--- src/rtl/pdma_pkg.sv ---
package pdma_pkg;
  localparam logic [7:0] OFS_MASTER = 8'h00;
  localparam logic [7:0] OFS_CTRLA  = 8'h10;
  localparam logic [7:0] OFS_CTRLB  = 8'h14;
  localparam logic [7:0] OFS_SRC    = 8'h18;
  localparam logic [7:0] OFS_DST    = 8'h1C;

  localparam int A_EN    = 31;
  localparam int A_PAUSE = 30;
  localparam int A_SEL_LO = 24;
  localparam int A_BT_LO  = 20;
  localparam int CNT_W    = 16;

  localparam int B_MODE_LO  = 28;
  localparam int B_WID_LO   = 26;
  localparam int B_FIX_SRC  = 25;
  localparam int B_FIX_DST  = 24;
  localparam int B_ERR_IE   = 20;
  localparam int B_DONE_IE  = 19;
  localparam int B_STOP_LO  = 16;

  localparam logic [2:0] STOP_DONE = 3'b101;
  localparam logic [2:0] STOP_ERR  = 3'b001;
  localparam logic [1:0] MODE_DEMAND = 2'd2;

  typedef enum logic [1:0] {SQ_IDLE, SQ_WAIT, SQ_MOVE} seq_state_t;

  function automatic logic [3:0] last_beat_idx(input logic [3:0] code);
    case (code)
      4'hB:    return 4'd3;
      4'hD:    return 4'd7;
      4'hF:    return 4'd15;
      default: return 4'd0;
    endcase
  endfunction
endpackage

--- src/rtl/pdma_regs.sv ---
module pdma_regs
  import pdma_pkg::*;
#(
  parameter int AW  = 32,
  parameter int RAW = 8
) (
  input  logic           clk,
  input  logic           rst_n,
  input  logic           wen,
  input  logic [RAW-1:0] addr,
  input  logic [31:0]    wdata,
  output logic [31:0]    rdata,
  input  logic           beat_step,
  input  logic           burst_step,
  input  logic           finish,
  input  logic           fail,
  output logic           master_en,
  output logic           chan_en,
  output logic           pause,
  output logic [4:0]     req_sel,
  output logic [3:0]     burst_code,
  output logic           cnt_zero,
  output logic [1:0]     mode,
  output logic [1:0]     wid_code,
  output logic [2:0]     stop,
  output logic           err_ie,
  output logic           done_ie,
  output logic [AW-1:0]  src,
  output logic [AW-1:0]  dst
);
  logic          mst_q, mst_d;
  logic [31:0]   ca_q, ca_d, cb_q, cb_d;
  logic [AW-1:0] src_q, src_d, dst_q, dst_d, step;
  logic          hit_mst, hit_ca, hit_cb, hit_src, hit_dst;

  assign hit_mst = wen && (addr == RAW'(OFS_MASTER));
  assign hit_ca  = wen && (addr == RAW'(OFS_CTRLA));
  assign hit_cb  = wen && (addr == RAW'(OFS_CTRLB));
  assign hit_src = wen && (addr == RAW'(OFS_SRC));
  assign hit_dst = wen && (addr == RAW'(OFS_DST));

  assign step = AW'(1) << cb_q[B_WID_LO +: 2];

  always_comb begin
    mst_d = mst_q;
    ca_d  = ca_q;
    cb_d  = cb_q;
    src_d = src_q;
    dst_d = dst_q;
    if (burst_step) ca_d[CNT_W-1:0] = ca_q[CNT_W-1:0] - CNT_W'(1);
    if (finish || fail) ca_d[A_EN] = 1'b0;
    if (finish) cb_d[B_STOP_LO +: 3] = STOP_DONE;
    if (fail)   cb_d[B_STOP_LO +: 3] = STOP_ERR;
    if (beat_step) begin
      if (!cb_q[B_FIX_SRC]) src_d = src_q + step;
      if (!cb_q[B_FIX_DST]) dst_d = dst_q + step;
    end
    if (hit_mst) mst_d = wdata[31];
    if (hit_ca)  ca_d  = wdata;
    if (hit_cb)  cb_d  = wdata;
    if (hit_src) src_d = wdata[AW-1:0];
    if (hit_dst) dst_d = wdata[AW-1:0];
  end

  always_ff @(posedge clk or negedge rst_n) begin
    if (!rst_n) begin
      mst_q <= 1'b0;
      ca_q  <= '0;
      cb_q  <= '0;
      src_q <= '0;
      dst_q <= '0;
    end else begin
      mst_q <= mst_d;
      ca_q  <= ca_d;
      cb_q  <= cb_d;
      src_q <= src_d;
      dst_q <= dst_d;
    end
  end

  always_comb begin
    case (addr)
      RAW'(OFS_MASTER): rdata = {mst_q, 31'b0};
      RAW'(OFS_CTRLA):  rdata = ca_q;
      RAW'(OFS_CTRLB):  rdata = cb_q;
      RAW'(OFS_SRC):    rdata = 32'(src_q);
      RAW'(OFS_DST):    rdata = 32'(dst_q);
      default:          rdata = '0;
    endcase
  end

  assign master_en  = mst_q;
  assign chan_en    = ca_q[A_EN];
  assign pause      = ca_q[A_PAUSE];
  assign req_sel    = ca_q[A_SEL_LO +: 5];
  assign burst_code = ca_q[A_BT_LO +: 4];
  assign cnt_zero   = (ca_q[CNT_W-1:0] == '0);
  assign mode       = cb_q[B_MODE_LO +: 2];
  assign wid_code   = cb_q[B_WID_LO +: 2];
  assign stop       = cb_q[B_STOP_LO +: 3];
  assign err_ie     = cb_q[B_ERR_IE];
  assign done_ie    = cb_q[B_DONE_IE];
  assign src        = src_q;
  assign dst        = dst_q;
endmodule

--- src/rtl/pdma_seq.sv ---
module pdma_seq
  import pdma_pkg::*;
(
  input  logic       clk,
  input  logic       rst_n,
  input  logic       master_en,
  input  logic       chan_en,
  input  logic       pause,
  input  logic       demand,
  input  logic       req,
  input  logic [3:0] last_idx,
  input  logic       cnt_zero,
  input  logic       wid_bad,
  input  logic       ready,
  output logic       valid,
  output logic       beat_step,
  output logic       burst_step,
  output logic       finish,
  output logic       fail,
  output logic       ack
);
  seq_state_t st_q, st_d;
  logic [3:0] beat_q, beat_d;
  logic       run, hs, last, burst_end, beat_en;

  assign run       = master_en && chan_en;
  assign valid     = (st_q == SQ_MOVE) && run && !pause;
  assign hs        = valid && ready;
  assign last      = (beat_q == last_idx);
  assign burst_end = hs && last;
  assign beat_step = hs;
  assign ack       = burst_end && demand;
  assign finish    = burst_end && cnt_zero;
  assign burst_step = burst_end && !cnt_zero;
  assign fail      = (st_q == SQ_IDLE) && run && !pause && wid_bad;

  always_comb begin
    st_d    = st_q;
    beat_d  = beat_q;
    beat_en = 1'b0;
    if (!chan_en) begin
      st_d    = SQ_IDLE;
      beat_d  = '0;
      beat_en = 1'b1;
    end else if (!master_en) begin
      st_d = SQ_IDLE;
    end else begin
      case (st_q)
        SQ_IDLE: if (!pause && !wid_bad) st_d = demand ? SQ_WAIT : SQ_MOVE;
        SQ_WAIT: if (!pause && req) st_d = SQ_MOVE;
        SQ_MOVE: if (hs) begin
          beat_en = 1'b1;
          if (last) begin
            beat_d = '0;
            if (cnt_zero)    st_d = SQ_IDLE;
            else if (demand) st_d = SQ_WAIT;
          end else begin
            beat_d = beat_q + 4'd1;
          end
        end
        default: st_d = SQ_IDLE;
      endcase
    end
  end

  always_ff @(posedge clk or negedge rst_n) begin
    if (!rst_n) begin
      st_q   <= SQ_IDLE;
      beat_q <= '0;
    end else begin
      st_q <= st_d;
      if (beat_en) beat_q <= beat_d;
    end
  end
endmodule

--- src/rtl/pdma_channel.sv ---
module pdma_channel
  import pdma_pkg::*;
#(
  parameter int AW        = 32,
  parameter int RAW       = 8,
  parameter int REQ_LINES = 32
) (
  input  logic                 clk,
  input  logic                 rst_n,
  input  logic                 reg_wen,
  input  logic [RAW-1:0]       reg_addr,
  input  logic [31:0]          reg_wdata,
  output logic [31:0]          reg_rdata,
  input  logic [REQ_LINES-1:0] periph_req,
  output logic                 periph_ack,
  output logic                 xfer_valid,
  input  logic                 xfer_ready,
  output logic [AW-1:0]        xfer_src,
  output logic [AW-1:0]        xfer_dst,
  output logic [1:0]           xfer_size,
  output logic                 irq
);
  logic [1:0]  rst_pipe;
  logic        rst_s_n;
  logic        master_en, chan_en, pause, cnt_zero, err_ie, done_ie;
  logic [4:0]  req_sel;
  logic [3:0]  burst_code;
  logic [1:0]  mode, wid_code;
  logic [2:0]  stop;
  logic        beat_step, burst_step, finish, fail;
  logic [31:0] req_wide;

  always_ff @(posedge clk or negedge rst_n) begin
    if (!rst_n) rst_pipe <= 2'b00;
    else        rst_pipe <= {rst_pipe[0], 1'b1};
  end
  assign rst_s_n = rst_pipe[1];

  assign req_wide = 32'(periph_req);

  pdma_regs #(.AW(AW), .RAW(RAW)) u_regs (
    .clk(clk), .rst_n(rst_s_n), .wen(reg_wen), .addr(reg_addr),
    .wdata(reg_wdata), .rdata(reg_rdata), .beat_step(beat_step),
    .burst_step(burst_step), .finish(finish), .fail(fail),
    .master_en(master_en), .chan_en(chan_en), .pause(pause),
    .req_sel(req_sel), .burst_code(burst_code), .cnt_zero(cnt_zero),
    .mode(mode), .wid_code(wid_code), .stop(stop), .err_ie(err_ie),
    .done_ie(done_ie), .src(xfer_src), .dst(xfer_dst)
  );

  pdma_seq u_seq (
    .clk(clk), .rst_n(rst_s_n), .master_en(master_en), .chan_en(chan_en),
    .pause(pause), .demand(mode == MODE_DEMAND), .req(req_wide[req_sel]),
    .last_idx(last_beat_idx(burst_code)), .cnt_zero(cnt_zero),
    .wid_bad(wid_code == 2'd3), .ready(xfer_ready), .valid(xfer_valid),
    .beat_step(beat_step), .burst_step(burst_step), .finish(finish),
    .fail(fail), .ack(periph_ack)
  );

  assign xfer_size = wid_code;
  assign irq = ((stop == STOP_DONE) && done_ie) || ((stop == STOP_ERR) && err_ie);
endmodule

--- config.mk ---
export PLATFORM = sky130hd
export DESIGN_NAME = pdma_channel
export DESIGN_NICKNAME = d
export VERILOG_FILES = /design/src/rtl/pdma_pkg.sv /design/src/rtl/pdma_regs.sv /design/src/rtl/pdma_seq.sv /design/src/rtl/pdma_channel.sv
export SDC_FILE = /design/constraint.sdc
export NUM_CORES = 1
export LEC_CHECK = 0
export BUFFER_PORTS_ARGS = -buffer_cell sky130_fd_sc_hd__buf_2
export CORE_ASPECT_RATIO = 0.7
export CORE_UTILIZATION = 50
export DETAILED_ROUTE_END_ITERATION = 16
export PLACE_DENSITY = 0.74
export SYNTH_ARGS = -nofsm -noshare
export SYNTH_HDL_FRONTEND = slang
export SYNTH_HIERARCHICAL = 1
export SYNTH_SLANG_ARGS = --single-unit
--- constraint.sdc ---
create_clock -name clk -period 4.72 [get_ports clk]
set_input_delay 0.472 -clock clk [delete_from_list [all_inputs] [get_ports clk]]
set_output_delay 0.472 -clock clk [all_outputs]
set_load 0.03 [all_outputs]
==> results of run 1 <==
==> metal layers <==
metal / up-vias / GRT usage, % / routed length (um)
met1: 3891 / 43.3 / 11900
met3: 56 / 7.55 / 2860
met4: 0 / 10.9 / 701
met5: - / 0 / 0
li1: 3598 / - / -
met2: 440 / 42.9 / 11600
==> worst max-delay path: cells and delay by family, from the launching register on <==
family,cells,cell delay [ns]
xor gates and xnor gates,2,0.33
and+or+nand+nor,6,2.55
AOI/OAI and AO/OA,1,0.14
DFF,1,0.41
==> logic make-up after synthesis <==
logic type	after synthesis
AO/OA/AOI/OAI	198
XOR/XNOR	72
adder cells (fa/ha/maj)	10
buffers and inverters	91
flip-flops	137
multiplexers	123
other	1
AND/OR/NAND/NOR	290
==> worst paths after layout <==
kind	startpoint	endpoint	depth (start not counted)
setup reg to reg	u_regs/ca_q[22]	u_regs/ca_q[9]	9
min in group asynchronous	rst_n	rst_pipe[1]	2
max in group asynchronous	rst_pipe[1]	u_regs/cb_q[20]	1
hold reg to reg	rst_pipe[0]	rst_pipe[1]	0
setup / recovery	u_regs/ca_q[22]	u_regs/ca_q[9]	9
hold / removal	reg_wdata[10]	u_regs/ca_q[10]	3
==> stage by stage <==
step | total power, W | setup slack (ns) | cells
3_3_place_gp | 0.00174 | 1.38 | 1269
5_1_grt | 0.00325 | 1.08 | 1302
3_5_place_dp | 0.00175 | 1.30 | 1269
2_1_floorplan | 0.00161 | 0.620 | 922
4_1_cts | 0.00315 | 1.24 | 1302
6_report | 0.00315 | 1.21 | 1302
==> state kept, by name, indices dropped and copies added, names as in the netlist <==
name,flops
u_regs/src,32
u_seq/beat_q,4
rst_pipe,2
u_regs/master_en,1
u_regs/dst,32
u_regs/ca_q,32
u_seq/st_q,2
u_regs/cb_q,32
==> power breakdown <==
part           switching [W]  total, W  internal (W)  leakage [nW]
Sequential          0.000107   0.00135       0.00124          1.84
Combinational       0.000233  0.000391      0.000158          2.64
Clock               0.000508   0.00141      0.000899         0.303
Total               0.000849   0.00315       0.00230          4.79
==> cells in the final DEF (no fill, tap or decap), drive strengths merged, types with 6 or more instances in the layout <==
master   instances
clkbuf          25
ha               9
and3            16
o22ai           31
nand3           22
buf            191
nor4            16
nor2b           11
and2             9
inv             16
nand4           13
nor2            65
xnor2           28
mux2i           77
a31oi            9
dfrtp          137
a22oi           12
or3              9
nand2           85
o21ai           54
mux2            46
a21oi           44
nand2b           9
or4              6
xor2            44
o2111ai         13
nor3            13
o211ai          10
==> cell type report <==
type,instances,area (um^2)
clock inverter,7,113
timing repair buffer,192,1010
fill,1481,6950
multi-input combinational,694,4860
tap,231,289
sequential,137,3430
inverter,16,60.1
clock buffer,25,505
==> impl_metrics.py, run 1 <==
metrics = {
    "clock_tree": {
        "htreeDepth": 4,
        "cts_hold_buf": 1,
        "cts_tree": "done",
        "cts_setup_buffers": 0,
        "cts.sinks": 137,
        "cts_root_buf": "clkbuf_16",
        "clk_pin_slew_ns": 0.06,
        "clk_path_buf_depth": 2,
        "clk_latency_ns": 0.43,
        "cts_buffers": 17,
        "ctsResizeCount": 0,
    },
    "place": {
        "place.gp.congestion": 0.929,
        "dp.final_hpwl_um": 19000,
        "portBuffers": 176,
        "dpl-instance-area_um2": 9640,
    },
    "sta": {
        "setup_viol": 0,
        "report.final.slew_viol_count": 0,
        "holdWs_ns": 0.307,
        "grt_setup_unrepaired": "false",
        "fin_crit_sh_pct": 74.3,
        "finalHoldViolCount": 0,
        "finClkSkew_ns": 0.00637,
        "fin_tns_setup_ns": 0,
        "min_period_ns": 3.51,
        "fmax_ghz": 0.285,
        "slew_headroom_pct": 33.1,
        "worst_pin_slew_ns": 1.00,
    },
    "logic_synthesis": {
        "synth_xor_area_share_pct": 7.16,
        "synth_top_family_by_area": "simple AND/OR/NAND/NOR gates",
        "synth.most_common_cell": "dfrtp_1",
        "yosysTopAreaCell": "dfrtp_1",
        "synth-simple-area-share_pct": 16.7,
        "ys_seq_area_share_pct": 38.9,
        "syn_inst": 922,
        "synth_area_um2": 8810,
        "netlist_top_cells_count": "dfrtp_1, nand2_1, mux2i_1, nor2_1, o21ai_0",
        "synth_fa_ha_area_share_pct": 1.39,
        "synth-edff-count": 0,
        "ys_warn_count": 6,
        "synth-seq-cells": 137,
        "synth.area.top_cells": "dfrtp_1, mux2i_1, xor2_1",
        "avgSynthCellArea_um2": 9.55,
        "async_flop_share_pct": 100,
        "synth-compound-area-share_pct": 14.0,
        "synthDominantCellAreaShare_pct": 38.9,
        "synth_fp_nets": 1007,
        "synth_cell_types": 68,
        "synthMuxAreaShare_pct": 15.7,
        "synth-main-ff-cell": "dfrtp_1",
    },
    "flow_run": {
        "cap_violations": 0,
    },
    "worst_setup_path": {
        "slowest_stage": "or4_1",
        "critPathArrivalTime_ns": 3.85,
        "startpoint_type": "flip-flop",
        "crit_type": "reg -> reg",
        "required_ns": 5.07,
        "rrSetupSlack_ns": 1.21,
        "worstPathMaxFanout": 6,
        "worstSetupEndpointType": "flip-flop",
        "critical_path.max_stage_delay_ns": 0.62,
        "crit_chain": "and3_1, and2_1, xor2_1, or4_1, nor3_1, and3_1, or4b_2, xor2_1, o21ai_0",
    },
    "drt": {
        "routed_wl_um": 27200,
        "drt-initial-drc-count": 981,
        "dr_total_vias": 7985,
        "dr.pass1.iters": 6,
        "ant_nets": 0,
        "vias_per_cell": 6.13,
        "wl_per_cell_um": 20.9,
        "remaining_drc_errors": 0,
    },
    "finish": {
        "drive_gt1_share_pct": 26.2,
        "final_util_pct": 59.6,
        "nets": 1143,
        "area_growth_pct": 16.5,
        "diodes": 0,
        "final_area_um2": 10300,
    },
    "floorplanning": {
        "die_area_um2": 18200,
        "die_w_um": 161,
        "die_y_um": 113,
        "start_util_pct": 51.2,
        "core_area_um2": 17200,
        "std_cell_rows": 40,
        "io_pins": 177,
    },
    "status": {
        "outcome": "completed",
    },
    "global_routing": {
        "grt-ovfl-total": 0,
        "antenna_found_initial": 0,
        "grt_pass1_wl_um": 41300,
        "grtUsageTotal_pct": 29.9,
        "first_global_vias": 7231,
        "grt_max_degree": 67,
    },
    "power": {
        "p_leak_nw": 4.79,
        "vdd_drop_max_v": 0.000183,
        "power.density_nw_per_um2": 306,
    },
    "min_path": {
        "hold_path_class": "in -> reg",
    },
}
Power figures use the tool's default switching activity.
==> run 2, diff against run 1 <==
--- a/config.mk
+++ b/config.mk
@@ -9,7 +9,7 @@
 export CORE_ASPECT_RATIO = 0.7
 export CORE_UTILIZATION = 50
 export DETAILED_ROUTE_END_ITERATION = 16
-export PLACE_DENSITY = 0.74
+export PLACE_DENSITY = 0.77
 export SYNTH_ARGS = -nofsm -noshare
 export SYNTH_HDL_FRONTEND = slang
 export SYNTH_HIERARCHICAL = 1
==> constraint.sdc (replaced) <==
create_clock -name clk -period 3 [get_ports clk]
set_input_delay 0.3 -clock clk [delete_from_list [all_inputs] [get_ports clk]]
set_output_delay 0.3 -clock clk [all_outputs]
set_load 0.03 [all_outputs]
==> run 2 against run 1 <==
Against the previous run: cell count rose by 2.6%; setup slack got worse by 1.1 ns; clock-buffer cell count fell by 8; clock skew rose by 0.0020 ns; non-clock buffer count rose by 33; register-to-register slack got worse by 1.1 ns; first-iteration DRC count fell by 6.9%; combinational power rose by 65%; sequential cell count did not move; core utilization rose by 1.6 points; critical endpoint is now u_regs/src[31]; largest cell class unchanged; largest power group unchanged.
==> impl_metrics.py, run 2 (synthesis results as in run 1) <==
metrics = {
    "power": {
        "vdd_drop_max_v": 0.000310,
        "comb_power_share_pct": 13.2,
        "power.density_nw_per_um2": 464,
        "p_seq_share_pct": 43.2,
        "clockPowerShare_pct": 43.6,
        "p_sw_w": 0.00144,
        "swShare_pct": 29.4,
        "p_leak_nw": 4.94,
        "p_int_w": 0.00345,
    },
    "floorplanning": {
        "std_cell_rows": 40,
        "start_util_pct": 51.2,
        "io_pins": 177,
        "core_area_um2": 17200,
        "die_y_um": 113,
        "die_area_um2": 18200,
        "die_w_um": 161,
    },
    "drt": {
        "drt-initial-drc-count": 913,
        "vias_per_cell": 6.09,
        "dr_total_vias": 8137,
        "remaining_drc_errors": 0,
        "ant_nets": 0,
        "wl_per_cell_um": 20.7,
        "dr.pass1.iters": 5,
        "routed_wl_um": 27700,
    },
    "worst_setup_path": {
        "critPathArrivalTime_ns": 3.27,
        "required_ns": 3.35,
        "worstReg2RegStart": "u_seq/st_q[0]",
        "worstSetupEndpointType": "flip-flop",
        "r2r-end": "u_regs/src[31]",
        "startpoint": "u_seq/st_q[0]",
        "startpoint_type": "flip-flop",
        "reg2reg_depth": 9,
        "worstPathMaxFanout": 7,
        "crit_end": "u_regs/src[31]",
        "crit_type": "reg -> reg",
        "rrSetupSlack_ns": 0.08,
    },
    "finish": {
        "final_util_pct": 61.2,
        "final_common_cell": "buf_2",
        "area_growth_pct": 19.6,
        "layout_common_cells": "buf_2, dfrtp_1, nand2_1",
        "fill_cells": 1462,
        "nets": 1176,
        "drive_gt1_share_pct": 29.1,
    },
    "sta": {
        "worst_pin_slew_ns": 0.881,
        "report.final.slew_viol_count": 0,
        "slew_headroom_pct": 41.0,
        "finalHoldViolCount": 0,
        "setup_viol": 0,
        "min_period_ns": 2.92,
        "finClkSkew_ns": 0.00840,
        "fin_crit_sh_pct": 97.2,
        "grt_setup_unrepaired": "false",
        "fmax_ghz": 0.343,
        "fin_tns_setup_ns": 0,
    },
    "min_path": {
        "hold_depth": 3,
        "min_from": "reg_wdata[7]",
        "hold_path_class": "in -> reg",
    },
    "clock_tree": {
        "clk_latency_ns": 0.42,
        "clk_path_buf_depth": 2,
        "htreeDepth": 4,
        "cts_tree": "done",
        "cts_setup_buffers": 0,
        "cts.sinks": 137,
        "cts_buffers": 17,
        "clk_pin_slew_ns": 0.06,
        "cts_root_buf": "clkbuf_16",
    },
    "global_routing": {
        "grtUsageTotal_pct": 30.7,
        "first_global_vias": 7492,
        "grt_max_degree": 46,
        "antenna_found_initial": 1,
        "grt_pass1_wl_um": 42400,
        "grt-ovfl-total": 0,
    },
    "status": {
        "outcome": "completed",
    },
    "flow_run": {
        "cap_violations": 0,
    },
    "place": {
        "dp.final_hpwl_um": 20200,
        "place.gp.congestion": 0.934,
        "portBuffers": 176,
    },
}
[run 2: cell count changes in the layout (fill, tap and decap cells not counted), sizes merged]
cell,before,now
bufinv,3,2
diode,0,1
inv,16,22
buf,191,224
clkinvlp,1,4
clkbuf,25,17
[run 2: stage by stage]
| stage | setup slack (ns) | total power, W | std cells | area (um^2) | hold slack (ns) |
|---|---|---|---|---|---|
| global route | 0.00716 | 0.00506 | 1335 | 10500 | 0.140 |
| CTS | 0.0756 | 0.00490 | 1335 | 10500 | 0.130 |
| detailed placement | 0.0963 | 0.00278 | 1302 | 9930 | 0.0883 |
| finish | 0.0833 | 0.00489 | 1336 | 10500 | 0.136 |
| floorplan | 0.0147 | 0.00253 | 922 | 8830 | 0.00441 |
| global placement | 0.120 | 0.00276 | 1302 | 9930 | 0.0870 |
[run 2: routing by layer]
metal | track usage (%) | up-vias | wire length, um
met3 | 8.03 | 46 | 3060
met4 | 8.32 | 0 | 474
met1 | 45.1 | 3959 | 12100
met5 | 0 | - | 0
met2 | 44.4 | 481 | 12100
li1 | - | 3651 | -
[run 2: what timing repair did]
action	4_1_cts	5_1_grt
resized for setup	0	2
hold buffers	1	0
setup endpoints to repair	0	14
hold endpoints to repair	2	0
[run 2: worst min path at each step]
stage,to
floorplan,rst_pipe[0]
global placement,rst_pipe[0]
detailed placement,rst_pipe[0]
CTS,u_regs/src[7]
global route,u_regs/src[7]
finish,u_regs/src[7]
[run 2: critical path: stages, from the launching register on]
cell      delay (ns)
dfrtp_1         0.40
nand4b_2        0.28
or2_1           0.39
inv_1           0.24
nor2b_1         0.26
and4_1          0.28
and3_1          0.28
o211ai_1        0.14
or4_1           0.48
nand3_1         0.09
[run 2: power groups by stage]
| stage | sequential, W | combinational (W) | clock, W |
|---|---|---|---|
| after CTS | 0.00211 | 0.000642 | 0.00215 |
| after global placement | 0.00213 | 0.000624 | 0 |
| after floorplan | 0.00221 | 0.000313 | 0 |
| final | 0.00211 | 0.000645 | 0.00213 |
| after detailed placement | 0.00214 | 0.000638 | 0 |
| after global routing | 0.00213 | 0.000696 | 0.00224 |
[run 2: final cells by class]
type / count / area, um^2 / share of cell area, %
Sequential cell: 137 / 3430 / 32.6
Clock buffer: 17 / 425 / 4.04
Inverter: 16 / 60.1 / 0.570
Tap cell: 231 / 289 / 2.74
Timing Repair Buffer: 225 / 1280 / 12.1
Antenna cell: 1 / 2.50 / 0.0237
Clock inverter: 15 / 166 / 1.58
Multi-Input combinational cell: 694 / 4880 / 46.3
